**src/rtl/fdesc_pkg.sv**
```systemverilog
package fdesc_pkg;
  localparam logic [31:0] SIG_WORD   = 32'h0FF0A55A;
  localparam int          FLD_W      = 13;
  localparam logic [12:0] DIS_BASE   = 13'h1FFF;
  localparam logic [12:0] DIS_LIMIT  = 13'h0000;
  localparam int          NEW_BASE   = 16;

  typedef enum logic [2:0] {
    ST_SIG, ST_MAP0, ST_MAP1, ST_RGN, ST_MST, ST_DONE
  } st_e;
endpackage

```
**src/rtl/fdesc_word_fetch.sv**
```systemverilog
module fdesc_word_fetch #(
  parameter int ADDR_W = 24
) (
  input  logic              clk_i,
  input  logic              rst_ni,
  input  logic              start_i,
  input  logic [ADDR_W-1:0] addr_i,
  output logic              rd_req_o,
  output logic [ADDR_W-1:0] rd_addr_o,
  input  logic              rd_valid_i,
  input  logic [7:0]        rd_data_i,
  output logic [31:0]       word_o,
  output logic              word_vld_o
);
  logic              busy_q;
  logic [1:0]        idx_q;
  logic [ADDR_W-1:0] cur_q;
  logic [31:0]       word_q;
  logic              vld_q;

  always_ff @(posedge clk_i or negedge rst_ni) begin
    if (!rst_ni) begin
      busy_q <= 1'b0;
      idx_q  <= '0;
      cur_q  <= '0;
      word_q <= '0;
      vld_q  <= 1'b0;
    end else begin
      vld_q <= 1'b0;
      if (!busy_q && start_i) begin
        busy_q <= 1'b1;
        cur_q  <= addr_i;
        idx_q  <= '0;
      end else if (busy_q && rd_valid_i) begin
        // little-endian: lowest address fills the low byte
        word_q[{idx_q, 3'b000} +: 8] <= rd_data_i;
        if (idx_q == 2'd3) begin
          busy_q <= 1'b0;
          vld_q  <= 1'b1;
        end else begin
          idx_q <= idx_q + 2'd1;
          cur_q <= cur_q + ADDR_W'(1);
        end
      end
    end
  end

  assign rd_req_o   = busy_q;
  assign rd_addr_o  = cur_q;
  assign word_o     = word_q;
  assign word_vld_o = vld_q;
endmodule

```
**src/rtl/fdesc_ctrl.sv**
```systemverilog
module fdesc_ctrl
  import fdesc_pkg::*;
#(
  parameter int ADDR_W      = 24,
  parameter int NUM_REGIONS = 5,
  parameter int NUM_MASTERS = 3,
  localparam int MAXN  = (NUM_REGIONS > NUM_MASTERS) ? NUM_REGIONS : NUM_MASTERS,
  localparam int IDX_W = $clog2(MAXN + 1)
) (
  input  logic              clk_i,
  input  logic              rst_ni,
  input  logic              layout_i,
  input  logic [31:0]       word_i,
  input  logic              word_vld_i,
  output logic              start_o,
  output logic [ADDR_W-1:0] addr_o,
  output logic              ld_map0_o,
  output logic              ld_map1_o,
  output logic              ld_rgn_o,
  output logic              ld_mst_o,
  output logic [IDX_W-1:0]  idx_o,
  output logic              done_o,
  output logic              err_o,
  output logic              mode_o
);
  st_e              st_q;
  logic             issued_q;
  logic [IDX_W-1:0] idx_q;
  logic [IDX_W-1:0] rgn_last_q;
  logic [7:0]       rgn_ptr_q;
  logic [7:0]       mst_ptr_q;
  logic             err_q;
  logic             mode_q;
  logic [2:0]       cnt;
  logic [ADDR_W-1:0] base;

  assign base = layout_i ? ADDR_W'(NEW_BASE) : '0;
  assign cnt  = word_i[26:24];

  always_comb begin
    unique case (st_q)
      ST_MAP0: addr_o = base + ADDR_W'(4);
      ST_MAP1: addr_o = base + ADDR_W'(8);
      ST_RGN:  addr_o = base + ADDR_W'({rgn_ptr_q, 4'h0}) + ADDR_W'({idx_q, 2'b00});
      ST_MST:  addr_o = base + ADDR_W'({mst_ptr_q, 4'h0}) + ADDR_W'({idx_q, 2'b00});
      default: addr_o = base;
    endcase
  end

  assign start_o   = (st_q != ST_DONE) && !issued_q;
  assign ld_map0_o = word_vld_i && (st_q == ST_MAP0);
  assign ld_map1_o = word_vld_i && (st_q == ST_MAP1);
  assign ld_rgn_o  = word_vld_i && (st_q == ST_RGN);
  assign ld_mst_o  = word_vld_i && (st_q == ST_MST);
  assign idx_o     = idx_q;

  always_ff @(posedge clk_i or negedge rst_ni) begin
    if (!rst_ni) begin
      st_q       <= ST_SIG;
      issued_q   <= 1'b0;
      idx_q      <= '0;
      rgn_last_q <= '0;
      rgn_ptr_q  <= '0;
      mst_ptr_q  <= '0;
      err_q      <= 1'b0;
      mode_q     <= 1'b0;
    end else begin
      if (start_o) issued_q <= 1'b1;
      if (word_vld_i) begin
        issued_q <= 1'b0;
        unique case (st_q)
          ST_SIG: begin
            if (word_i == SIG_WORD) begin
              st_q <= ST_MAP0;
            end else begin
              err_q <= 1'b1;
              st_q  <= ST_DONE;
            end
          end
          ST_MAP0: begin
            rgn_ptr_q  <= word_i[23:16];
            rgn_last_q <= (int'(cnt) > NUM_REGIONS - 1) ? IDX_W'(NUM_REGIONS - 1)
                                                        : IDX_W'(cnt);
            st_q       <= ST_MAP1;
          end
          ST_MAP1: begin
            mst_ptr_q <= word_i[7:0];
            idx_q     <= '0;
            st_q      <= ST_RGN;
          end
          ST_RGN: begin
            if (idx_q == rgn_last_q) begin
              idx_q <= '0;
              st_q  <= ST_MST;
            end else begin
              idx_q <= idx_q + IDX_W'(1);
            end
          end
          ST_MST: begin
            if (idx_q == IDX_W'(NUM_MASTERS - 1)) begin
              mode_q <= 1'b1;
              st_q   <= ST_DONE;
            end else begin
              idx_q <= idx_q + IDX_W'(1);
            end
          end
          default: ;
        endcase
      end
    end
  end

  assign done_o = (st_q == ST_DONE);
  assign err_o  = err_q;
  assign mode_o = mode_q;
endmodule

```
**src/rtl/fdesc_loader.sv**
```systemverilog
module fdesc_loader
  import fdesc_pkg::*;
#(
  parameter int ADDR_W      = 24,
  parameter int NUM_REGIONS = 5,
  parameter int NUM_MASTERS = 3
) (
  input  logic                         clk_i,
  input  logic                         rst_ni,
  input  logic                         layout_i,
  output logic                         rd_req_o,
  output logic [ADDR_W-1:0]            rd_addr_o,
  input  logic                         rd_valid_i,
  input  logic [7:0]                   rd_data_i,
  output logic                         done_o,
  output logic                         err_o,
  output logic                         desc_mode_o,
  output logic                         sys_rst_no,
  output logic [31:0]                  map0_o,
  output logic [31:0]                  map1_o,
  output logic [NUM_REGIONS*FLD_W-1:0] rgn_base_o,
  output logic [NUM_REGIONS*FLD_W-1:0] rgn_limit_o,
  output logic [NUM_MASTERS*32-1:0]    mstr_o
);
  localparam int MAXN  = (NUM_REGIONS > NUM_MASTERS) ? NUM_REGIONS : NUM_MASTERS;
  localparam int IDX_W = $clog2(MAXN + 1);

  logic              start;
  logic [ADDR_W-1:0] start_addr;
  logic [31:0]       word;
  logic              word_vld;
  logic              ld_map0, ld_map1, ld_rgn, ld_mst;
  logic [IDX_W-1:0]  idx;

  fdesc_word_fetch #(.ADDR_W(ADDR_W)) i_fetch (
    .clk_i      (clk_i),
    .rst_ni     (rst_ni),
    .start_i    (start),
    .addr_i     (start_addr),
    .rd_req_o   (rd_req_o),
    .rd_addr_o  (rd_addr_o),
    .rd_valid_i (rd_valid_i),
    .rd_data_i  (rd_data_i),
    .word_o     (word),
    .word_vld_o (word_vld)
  );

  fdesc_ctrl #(
    .ADDR_W      (ADDR_W),
    .NUM_REGIONS (NUM_REGIONS),
    .NUM_MASTERS (NUM_MASTERS)
  ) i_ctrl (
    .clk_i      (clk_i),
    .rst_ni     (rst_ni),
    .layout_i   (layout_i),
    .word_i     (word),
    .word_vld_i (word_vld),
    .start_o    (start),
    .addr_o     (start_addr),
    .ld_map0_o  (ld_map0),
    .ld_map1_o  (ld_map1),
    .ld_rgn_o   (ld_rgn),
    .ld_mst_o   (ld_mst),
    .idx_o      (idx),
    .done_o     (done_o),
    .err_o      (err_o),
    .mode_o     (desc_mode_o)
  );

  always_ff @(posedge clk_i or negedge rst_ni) begin
    if (!rst_ni) begin
      map0_o <= '0;
      map1_o <= '0;
    end else begin
      if (ld_map0) map0_o <= word;
      if (ld_map1) map1_o <= word;
    end
  end

  for (genvar g = 0; g < NUM_REGIONS; g++) begin : g_rgn
    always_ff @(posedge clk_i or negedge rst_ni) begin
      if (!rst_ni) begin
        rgn_base_o[g*FLD_W +: FLD_W]  <= DIS_BASE;
        rgn_limit_o[g*FLD_W +: FLD_W] <= DIS_LIMIT;
      end else if (ld_rgn && idx == IDX_W'(g)) begin
        rgn_base_o[g*FLD_W +: FLD_W]  <= word[12:0];
        rgn_limit_o[g*FLD_W +: FLD_W] <= word[28:16];
      end
    end
  end

  for (genvar g = 0; g < NUM_MASTERS; g++) begin : g_mst
    always_ff @(posedge clk_i or negedge rst_ni) begin
      if (!rst_ni)                           mstr_o[g*32 +: 32] <= '0;
      else if (ld_mst && idx == IDX_W'(g))   mstr_o[g*32 +: 32] <= word;
    end
  end

  assign sys_rst_no = done_o;
endmodule

```
**config.mk**
```make
export PLATFORM = sky130hd
export DESIGN_NAME = fdesc_loader
export DESIGN_NICKNAME = d
export VERILOG_FILES = /design/src/rtl/fdesc_pkg.sv /design/src/rtl/fdesc_word_fetch.sv /design/src/rtl/fdesc_ctrl.sv /design/src/rtl/fdesc_loader.sv
export SDC_FILE = /design/constraint.sdc
export NUM_CORES = 1
export LEC_CHECK = 0
export ABC_AREA = 1
export BUFFER_PORTS_ARGS = -buffer_cell sky130_fd_sc_hd__buf_2
export CAP_MARGIN = 20
export CORE_MARGIN = 4
export CORE_UTILIZATION = 54
export CTS_CLUSTER_SIZE = 16
export DETAILED_ROUTE_END_ITERATION = 10
export PLACE_DENSITY = 0.88
export SLEW_MARGIN = 10
export SYNTH_ARGS = -nofsm -noshare
export SYNTH_HDL_FRONTEND = slang
export SYNTH_SLANG_ARGS = --single-unit
export TNS_END_PERCENT = 50
```
**constraint.sdc**
```tcl
create_clock -name clk_i -period 2.8 [get_ports clk_i]
set_input_delay 0.42 -clock clk_i [delete_from_list [all_inputs] [get_ports clk_i]]
set_output_delay 0.42 -clock clk_i [all_outputs]
set_load 0.1 [all_outputs]
```
==> results.toml, run 1 <==
[clock_tree]
path_clk_slew_ns = 0.06
cts_buffers = 38
cts_root_buf = "clkbuf_16"
cts_sinks = 362
htree_levels = 2
cts-resized-gates = 0
clock_latency_ns = 0.53
cts_max_path_buffers = 3
cts_tree = "yes"

[critical_path]
cp_num_buf_inv = 1
cp_slowest_stage_delay_ns = 0.56
cpLargestDelayFamily = "simple AND/OR/NAND/NOR gates"
path_depth = 5
required_ns = 3.23
critPathLaunchType = "register"
crit_path_cell_trace = "clkinv_1 -> ha_1 -> nor2_1 -> nand4_1 -> o21ai_0"
worstPathMaxFanout = 14
critical_path_arrival_ns = 2.74
critical_path_class = "reg -> reg"
crit_path_top_delay_cell = "dfrtp_1"
worstRegToRegCells = 5
r2r_setup_slack_ns = 0.49
end_kind = "register"

[pwr]
p_comb_frac = 0.402
p_sw_mw = 9.54
p_seq_frac = 0.342
power_density_nw_per_um2 = 1080
p_total_mw = 19.6
ir_drop_v = 0.000744
swShare = 0.487
power_leakage_nw = 9.31
cellInternalPower_mw = 10.0
power_frac_clock = 0.256

[logic_synthesis]
yosys.area.top_type = "dfrtp_1"
ys_seq_area_frac = 0.610
synth.distinct_cells = 37
synth_ff_type = "dfrtp_1"
avgSynthCellArea_sq_um = 9.43
syn_area_sq_um = 15000
synth_cells = 1591
synth_edf_count = 0
synth.top_cell.area_share = 0.496
async_flop_share = 1.00
synth_nets = 1621
ys.warnings.count = 0
ys_top_cells_by_count = "444 x nand2_1, 297 x dfrtp_1, 200 x o21ai_0"
synth_area_leaders = "dfrtp_1 50%, dfstp_2 11%, nand2_1 11%, o21ai_0 6.7%, nor2_1 2.7%"
yosys.cell_count.top_type = "nand2_1"
ys_ff_latch = 362

[floorplan]
fp-row-count = 60
fp.coreArea_sq_um = 27100
die_w_um = 175
io_pins = 331
die_h_um = 175
start_util = 0.553
die_area_sq_um = 30500

[sta]
finalHoldViolCount = 0
period_minus_slack_ns = 2.31
finalSetupViolations = 0
grt_setup_unrepaired = "no"
tightest_slew_ns = 0.891
fin_setup_tns_ns = 0
slew_violations = 0
clock_skew_ns = 0.0158
fin_crit_sh = 0.826
clock.fmax_mhz = 433
maxSlewHeadroom = 0.405

[route]
dr.pass1.iters = 6
wl_per_cell_um = 19.8
ant_nets = 0
drc_errors = 0
initialDrtViolationCount = 1341
viasPerCell = 5.57
wl_mm = 45.5
vias = 12800

[cells_and_area]
syn_to_final_growth_pct = 20.6
num-nets-final = 1927
final_layout_size_suffix_gt1_frac = 0.277

[status]
status = "finished, final reports clean"

[grt]
grt_start_max_net_pins = 85
grt_pass1_vias = 12600
antenna_found_initial = 5
overflow = 0
grt_pass1_wl_mm = 70.5
gr-usage-all-layers = 0.293

[hold_path]
hold_path.class = "in -> reg"
hold_depth = 3

[placed_design]
numPortBuffers = 330
hpwl_mm = 30.7
routabilityCongestion = 0.941

[job]
maxCapViolCount = 0
==> area by class of cell <==
| cell class | count | area (sq um) |
|---|---|---|
| Clock buffer | 52 | 1080 |
| Sequential cell | 362 | 9140 |
| Timing Repair Buffer | 354 | 1910 |
| Inverter | 109 | 409 |
| Antenna cell | 3 | 7.51 |
| Fill cell | 1988 | 9010 |
| Tap cell | 372 | 465 |
| Clock inverter | 16 | 159 |
| Multi-Input combinational cell | 1032 | 4920 |
==> power by group through the flow <==
stage / clock network, mW / logic [mW] / registers (mW)
finish: 5.01 / 7.87 / 6.69
global route: 5.29 / 8.20 / 6.78
CTS: 5.04 / 7.84 / 6.66
detailed placement: 0 / 7.80 / 6.74
global placement: 0 / 7.63 / 6.69
floorplan: 0 / 1.90 / 10.7
==> worst reg2reg max path, stage by stage (launching register included) <==
cell	delay (ns)
dfrtp_1	0.56
clkinv_1	0.44
ha_1	0.46
nor2_1	0.42
nand4_1	0.17
o21ai_0	0.15
==> placed cells by master, fill, tap and decap left out, types with 6 or more instances in the layout <==
cell / instances
nand2_1: 443
buf_2: 329
dfrtp_1: 297
o21ai_0: 200
nor2_1: 106
inv_1: 103
o21ai_1: 77
dfstp_2: 65
nand3_1: 54
clkbuf_16: 38
a21oi_1: 33
nand4_1: 27
o21ai_2: 26
buf_4: 18
ha_1: 16
clkinv_2: 8
clkbuf_8: 8
nand2_4: 6
o211ai_1: 6
clkbuf_1: 6
==> flip-flops by register name (all words and copies together) (netlist names) <==
name	count
i_ctrl.err_o	1
i_ctrl.idx_o	3
i_ctrl.issued_q	1
i_ctrl.mode_o	1
i_ctrl.mst_ptr_q	7
i_ctrl.rgn_last_q	3
i_ctrl.st_q	3
i_fetch.idx_q	2
i_fetch.rd_addr_o	24
i_fetch.rd_req_o	1
i_fetch.word_o	32
i_fetch.word_vld_o	1
map0_o	32
map1_o	25
mstr_o	96
rgn_base_o	65
rgn_limit_o	65
==> through the flow <==
stage,hold slack (ns),cell area (sq um),worst slack [ns],util,instances
after global placement,0.414,16800,0.620,0.621,2228
after global routing,0.237,18100,0.336,0.667,2300
final,0.226,18100,0.488,0.667,2300
after detailed placement,0.411,16800,0.618,0.621,2228
after CTS,0.204,18100,0.581,0.667,2297
after floorplan,0.124,15000,0.374,-,1591
==> path summary, 6_finish.rpt <==
check,start,end
worst max-delay path,i_fetch.idx_q[0],i_fetch.word_o[4]
worst min-delay path,rd_data_i[1],i_fetch.word_o[17]
worst max register to register,i_fetch.idx_q[0],i_fetch.word_o[4]
worst min register to register,map0_o[24],map0_o[24]
max in group asynchronous,rst_ni,rgn_base_o[51]
min in group asynchronous,rst_ni,mstr_o[81]
==> metal layers <==
layer / share of wire / wire [um] / global-route usage
met1: 0.40 / 18000 / 0.395
met2: 0.47 / 21300 / 0.465
met3: 0.093 / 4210 / 0.0666
met4: 0.043 / 1940 / 0.119
met5: 0.00059 / 27 / 0
==> cells by family after synthesis <==
logic type / synth area share
compound gates: 0.128
buf+inv: 0.0628
simple gates: 0.182
xor+xnor: 0.00117
flops: 0.610
fa+ha+maj: 0.0160
==> repair_timing <==
| item | 4_1_cts | 5_1_grt |
|---|---|---|
| hold buffers | 1 | 0 |
| buffers inserted | 0 | 0 |
| endpoints found under the setup margin | 0 | 0 |
| hold endpoints to repair | 58 | 0 |
Note: power is estimated with default switching activity, not from simulation.
==> inputs of run 2 (changes only) <==
- CORE_UTILIZATION: 54 -> 49
- PLACE_DENSITY: 0.88 -> 0.85
- clock period: 2.8 -> 2 ns (I/O delays scaled with it)
==> results.toml, run 2 (synthesis results as in run 1) <==
[status]
status = "finished, final reports clean"

[critical_path]
cp_common_cell = "inv_1"
cp_slowest_stage_delay_ns = 0.43
critical_path_class = "reg -> out"
critical_path_arrival_ns = 1.64
r2r-end = "i_fetch.rd_addr_o[11]"
crit_path_top_delay_cell = "dfrtp_1"
cpLargestDelayFamily = "buffers and inverters"
worstRegToRegCells = 12
crit_path_cell_trace = "inv_1 -> nand3_2 -> inv_1 -> buf_4"
end_kind = "output port"
cp_num_buf_inv = 3
required_ns = 1.70
timing.rr.start = "map0_o[16]"
worstPathMaxFanout = 5
critPathLaunchType = "register"
r2r_setup_slack_ns = 0.09

[grt]
antenna_found_initial = 3
overflow = 0
gr-usage-all-layers = 0.267
grt_start_max_net_pins = 77
grt_pass1_wl_mm = 70.9
grt_pass1_vias = 12500

[floorplan]
io_pins = 331
die_h_um = 183
die_w_um = 183
fp.coreArea_sq_um = 30000
start_util = 0.501
die_area_sq_um = 33500
fp-row-count = 63

[pwr]
power_leakage_nw = 9.42
power_density_nw_per_um2 = 1500
ir_drop_v = 0.000944

[route]
wl_mm = 45.5
drc_errors = 0
wl_per_cell_um = 19.4
dr.pass1.iters = 6
initialDrtViolationCount = 1229
ant_nets = 0
viasPerCell = 5.43
vias = 12700

[hold_path]
hold_path.class = "in -> reg"
min_from = "rd_data_i[5]"
hold_depth = 3
min_to = "i_fetch.word_o[5]"

[cells_and_area]
final_cell_mix = "443 x nand2_1, 327 x buf_2, 287 x dfrtp_1, 199 x o21ai_0"
largest_reg_flops = 96
reg_top3 = "mstr_o (96), rgn_base_o (65), rgn_limit_o (65)"
syn_to_final_growth_pct = 23.3
stdcell_area_sq_um = 18500
multi_input_area_sq_um = 5000
top_register = "mstr_o"
num-nets-final = 1950
regArea_sq_um = 9160
fill_cells = 2456
final_layout_size_suffix_gt1_frac = 0.296
stdcell_count = 2343
final_common_cell = "nand2_1"

[clock_tree]
cts_buffers = 39
clock_latency_ns = 0.53
cts_tree = "yes"
cts_sinks = 362
htree_levels = 2
cts_max_path_buffers = 3
cts_root_buf = "clkbuf_16"
path_clk_slew_ns = 0.06

[sta]
tightest_slew_ns = 0.748
slew_violations = 0
whs_ns = 0.0901
fin_crit_sh = 0.968
finalHoldViolCount = 0
clock_skew_ns = 0.0182
finalSetupViolations = 0
clock.fmax_mhz = 517
maxSlewHeadroom = 0.501
period_minus_slack_ns = 1.94
setup_slack_ns = 0.0643

[placed_design]
routabilityCongestion = 0.950
numPortBuffers = 330
place_ws_ns = 0.0730
hpwl_mm = 31.4
placed_area_sq_um = 17200
dp_cells = 2268

[job]
maxCapViolCount = 0
## run 2: changes by cell type in the layout (fill, tap and decap cells not counted), moves of 4 or more
cell,delta
buf_4,+18
dfrtp_1,-10
dfrtp_2,+8
buf_12,+6
ha_1,-4
## run 2: area by class of cell
class                           instances  area share
Sequential cell                       362       0.495
Clock inverter                         16     0.00846
Antenna cell                            3    0.000406
Inverter                              109      0.0221
Tap cell                              390      0.0264
Multi-Input combinational cell       1032       0.271
Timing Repair Buffer                  376       0.116
Clock buffer                           55      0.0604
## run 2: power by group
part	leakage, nW	internal, mW	switching (mW)	total, mW
Clock	0.624	4.19	2.99	7.18
Sequential	4.73	8.47	0.881	9.35
Combinational	4.06	1.69	9.58	11.3
Total	9.42	14.3	13.4	27.8
## run 2: per-stage QoR
stage | power, mW | TNS, ns | utilization
2_1_floorplan | 17.7 | -0.0475 | -
3_3_place_gp | 20.4 | 0 | 0.573
3_5_place_dp | 20.6 | 0 | 0.573
4_1_cts | 27.8 | 0 | 0.616
5_1_grt | 28.8 | -0.0150 | 0.617
6_report | 27.8 | 0 | 0.617
## run 2: routing by layer
layer	GRT usage	up-vias	routed length [um]
met5	0	-	0
met3	0.0559	123	4230
met1	0.360	6161	17900
li1	-	5828	-
met4	0.0903	0	1780
met2	0.436	609	21600
## run 2: worst min-delay path, stage by stage
cell and delay (ns):
buf_2 0.11, nand4_1 0.09, o21ai_0 0.07
## run 2: worst max path at each step
stage	to	depth (start not counted)	startpoint
after global routing	i_fetch.rd_addr_o[9]	12	i_ctrl.mst_ptr_q[0]
after detailed placement	rgn_base_o[12]	6	i_ctrl.idx_o[0]
after CTS	done_o	3	i_ctrl.st_q[2]
final	done_o	4	i_ctrl.st_q[1]
after global placement	i_fetch.rd_addr_o[7]	10	i_ctrl.mst_ptr_q[0]
after floorplan	i_fetch.rd_addr_o[7]	10	i_ctrl.mst_ptr_q[0]
## run 2: timing repair
item,4_1_cts,5_1_grt
setup endpoints to repair,2,36
pin swaps,0,1
cloned,0,0
buffers inserted,0,0
resized for setup,3,8
endpoints found under the hold margin,100,0
hold buffers,1,0
==> inputs of run 3 (changes only) <==
- PLACE_DENSITY: 0.85 -> 0.76
==> results.toml, run 3 (synthesis results as in run 1) <==
[floorplan]
start_util = 0.501
io_pins = 331
fp.coreArea_sq_um = 30000
fp-row-count = 63
die_area_sq_um = 33500
die_w_um = 183
die_h_um = 183

[sta]
grt_setup_unrepaired = "no"
finalHoldViolCount = 0
tightest_slew_ns = 0.892
fin_setup_tns_ns = 0
finalSetupViolations = 0
period_minus_slack_ns = 1.91
clock_skew_ns = 0.0166
maxSlewHeadroom = 0.403
clock.fmax_mhz = 523
slew_violations = 0
fin_crit_sh = 0.955

[hold_path]
hold_path.class = "in -> reg"
min_from = "rd_data_i[7]"
hold_depth = 3
min_to = "i_fetch.word_o[23]"

[cells_and_area]
final_common_cell = "nand2_1"
final_util = 0.616
num-nets-final = 1950
reg_top3 = "mstr_o (96), rgn_base_o (65), rgn_limit_o (65)"
final_cell_mix = "443 x nand2_1, 327 x buf_2, 287 x dfrtp_1, 199 x o21ai_0"
stdcell_area_sq_um = 18400
fill_cells = 2590
largest_reg_flops = 96
stdcell_count = 2341
top_register = "mstr_o"
syn_to_final_growth_pct = 23.0
final_layout_size_suffix_gt1_frac = 0.297

[clock_tree]
cts_root_buf = "clkbuf_16"
cts_tree = "yes"
clock_latency_ns = 0.53
path_clk_slew_ns = 0.06
cts_buffers = 38
cts_sinks = 362
cts_max_path_buffers = 3
htree_levels = 2

[route]
ant_nets = 0
wl_per_cell_um = 19.0
initialDrtViolationCount = 966
wl_mm = 44.6
vias = 12500
drc_errors = 0
viasPerCell = 5.36
dr.pass1.iters = 6

[grt]
grt_pass1_vias = 12400
gr-usage-all-layers = 0.264
overflow = 0
grt_start_max_net_pins = 59
grt_pass1_wl_mm = 70.0
antenna_found_initial = 5

[critical_path]
cp_slowest_stage_delay_ns = 0.43
crit_path_cell_trace = "inv_1 -> nand3_2 -> inv_1 -> buf_4"
critical_path_class = "reg -> out"
r2r_setup_slack_ns = 0.13
end_kind = "output port"
critical_path_arrival_ns = 1.61
cp_common_cell = "inv_1"
required_ns = 1.70
cpLargestDelayFamily = "buffers and inverters"
timing.rr.start = "map0_o[16]"
critPathLaunchType = "register"
r2r-end = "i_fetch.rd_addr_o[7]"
cp_num_buf_inv = 3
worstRegToRegCells = 10
worstPathMaxFanout = 5
crit_path_top_delay_cell = "dfrtp_1"

[job]
maxCapViolCount = 0

[placed_design]
hpwl_mm = 30.7
dp_cells = 2267
routabilityCongestion = 0.887
numPortBuffers = 330
placed_area_sq_um = 17100

[status]
status = "finished, final reports clean"

[pwr]
ir_drop_v = 0.000787
p_total_mw = 27.5
power_density_nw_per_um2 = 1490
power_leakage_nw = 9.41
[run 3: worst register-to-register path, delay by kind of cell (launching register included)]
kind,cells,cell delay (ns)
fa+ha+maj,3,0.74
flops,1,0.49
simple gates,6,0.48
compound gates,1,0.06
[run 3: how the worst max path moves through the flow]
stage	cells after the start	slack [ns]	to	start
6_report	4	0.09	done_o	i_ctrl.st_q[1]
2_1_floorplan	10	-0.03	i_fetch.rd_addr_o[7]	i_ctrl.mst_ptr_q[0]
5_1_grt	10	0.002	i_fetch.rd_addr_o[7]	i_ctrl.mst_ptr_q[0]
3_5_place_dp	6	0.02	rgn_base_o[7]	i_ctrl.idx_o[0]
3_3_place_gp	10	0.07	i_fetch.rd_addr_o[7]	i_ctrl.mst_ptr_q[0]
4_1_cts	8	0.06	mstr_o[21]	i_ctrl.idx_o[0]
[run 3: repair_timing]
action / 4_1_cts / 5_1_grt
buffers inserted: 0 / 1
gates cloned: 1 / 0
hold buffers: 1 / 0
gates resized for setup: 5 / 5
endpoints found under the hold margin: 47 / 0
setup endpoints to repair: 3 / 42
pin swaps: 1 / 3
[run 3: cell type report]
type | instances | area (sq um) | area share
diodes | 3 | 7.51 | 0.000407
clock buffers | 59 | 1180 | 0.0640
clock inverters | 9 | 71.3 | 0.00387
inverters | 109 | 409 | 0.0222
multi-input cells | 1033 | 5000 | 0.271
flip-flops and latches | 362 | 9160 | 0.497
well taps | 390 | 488 | 0.0265
repair buffers | 376 | 2130 | 0.115
[run 3: stage by stage]
| step | hold slack [ns] | worst slack (ns) |
|---|---|---|
| after floorplan | 0.00441 | -0.0326 |
| after global placement | 0.296 | 0.0665 |
| after detailed placement | 0.298 | 0.0170 |
| after CTS | 0.0930 | 0.0565 |
| after global routing | 0.0993 | 0.00182 |
| final | 0.109 | 0.0894 |
[run 3: routing by layer]
layer	vias up	track usage	wire [um]
met1	6044	0.359	18200
met2	576	0.421	20800
met4	4	0.0819	1380
met5	-	0	29
met3	97	0.0694	4190
li1	5816	-	-
[run 3: power by group]
part | leakage (nW) | internal [mW] | switching (mW)
Clock | 0.611 | 4.07 | 2.87
Sequential | 4.73 | 8.47 | 0.895
Combinational | 4.07 | 1.67 | 9.50
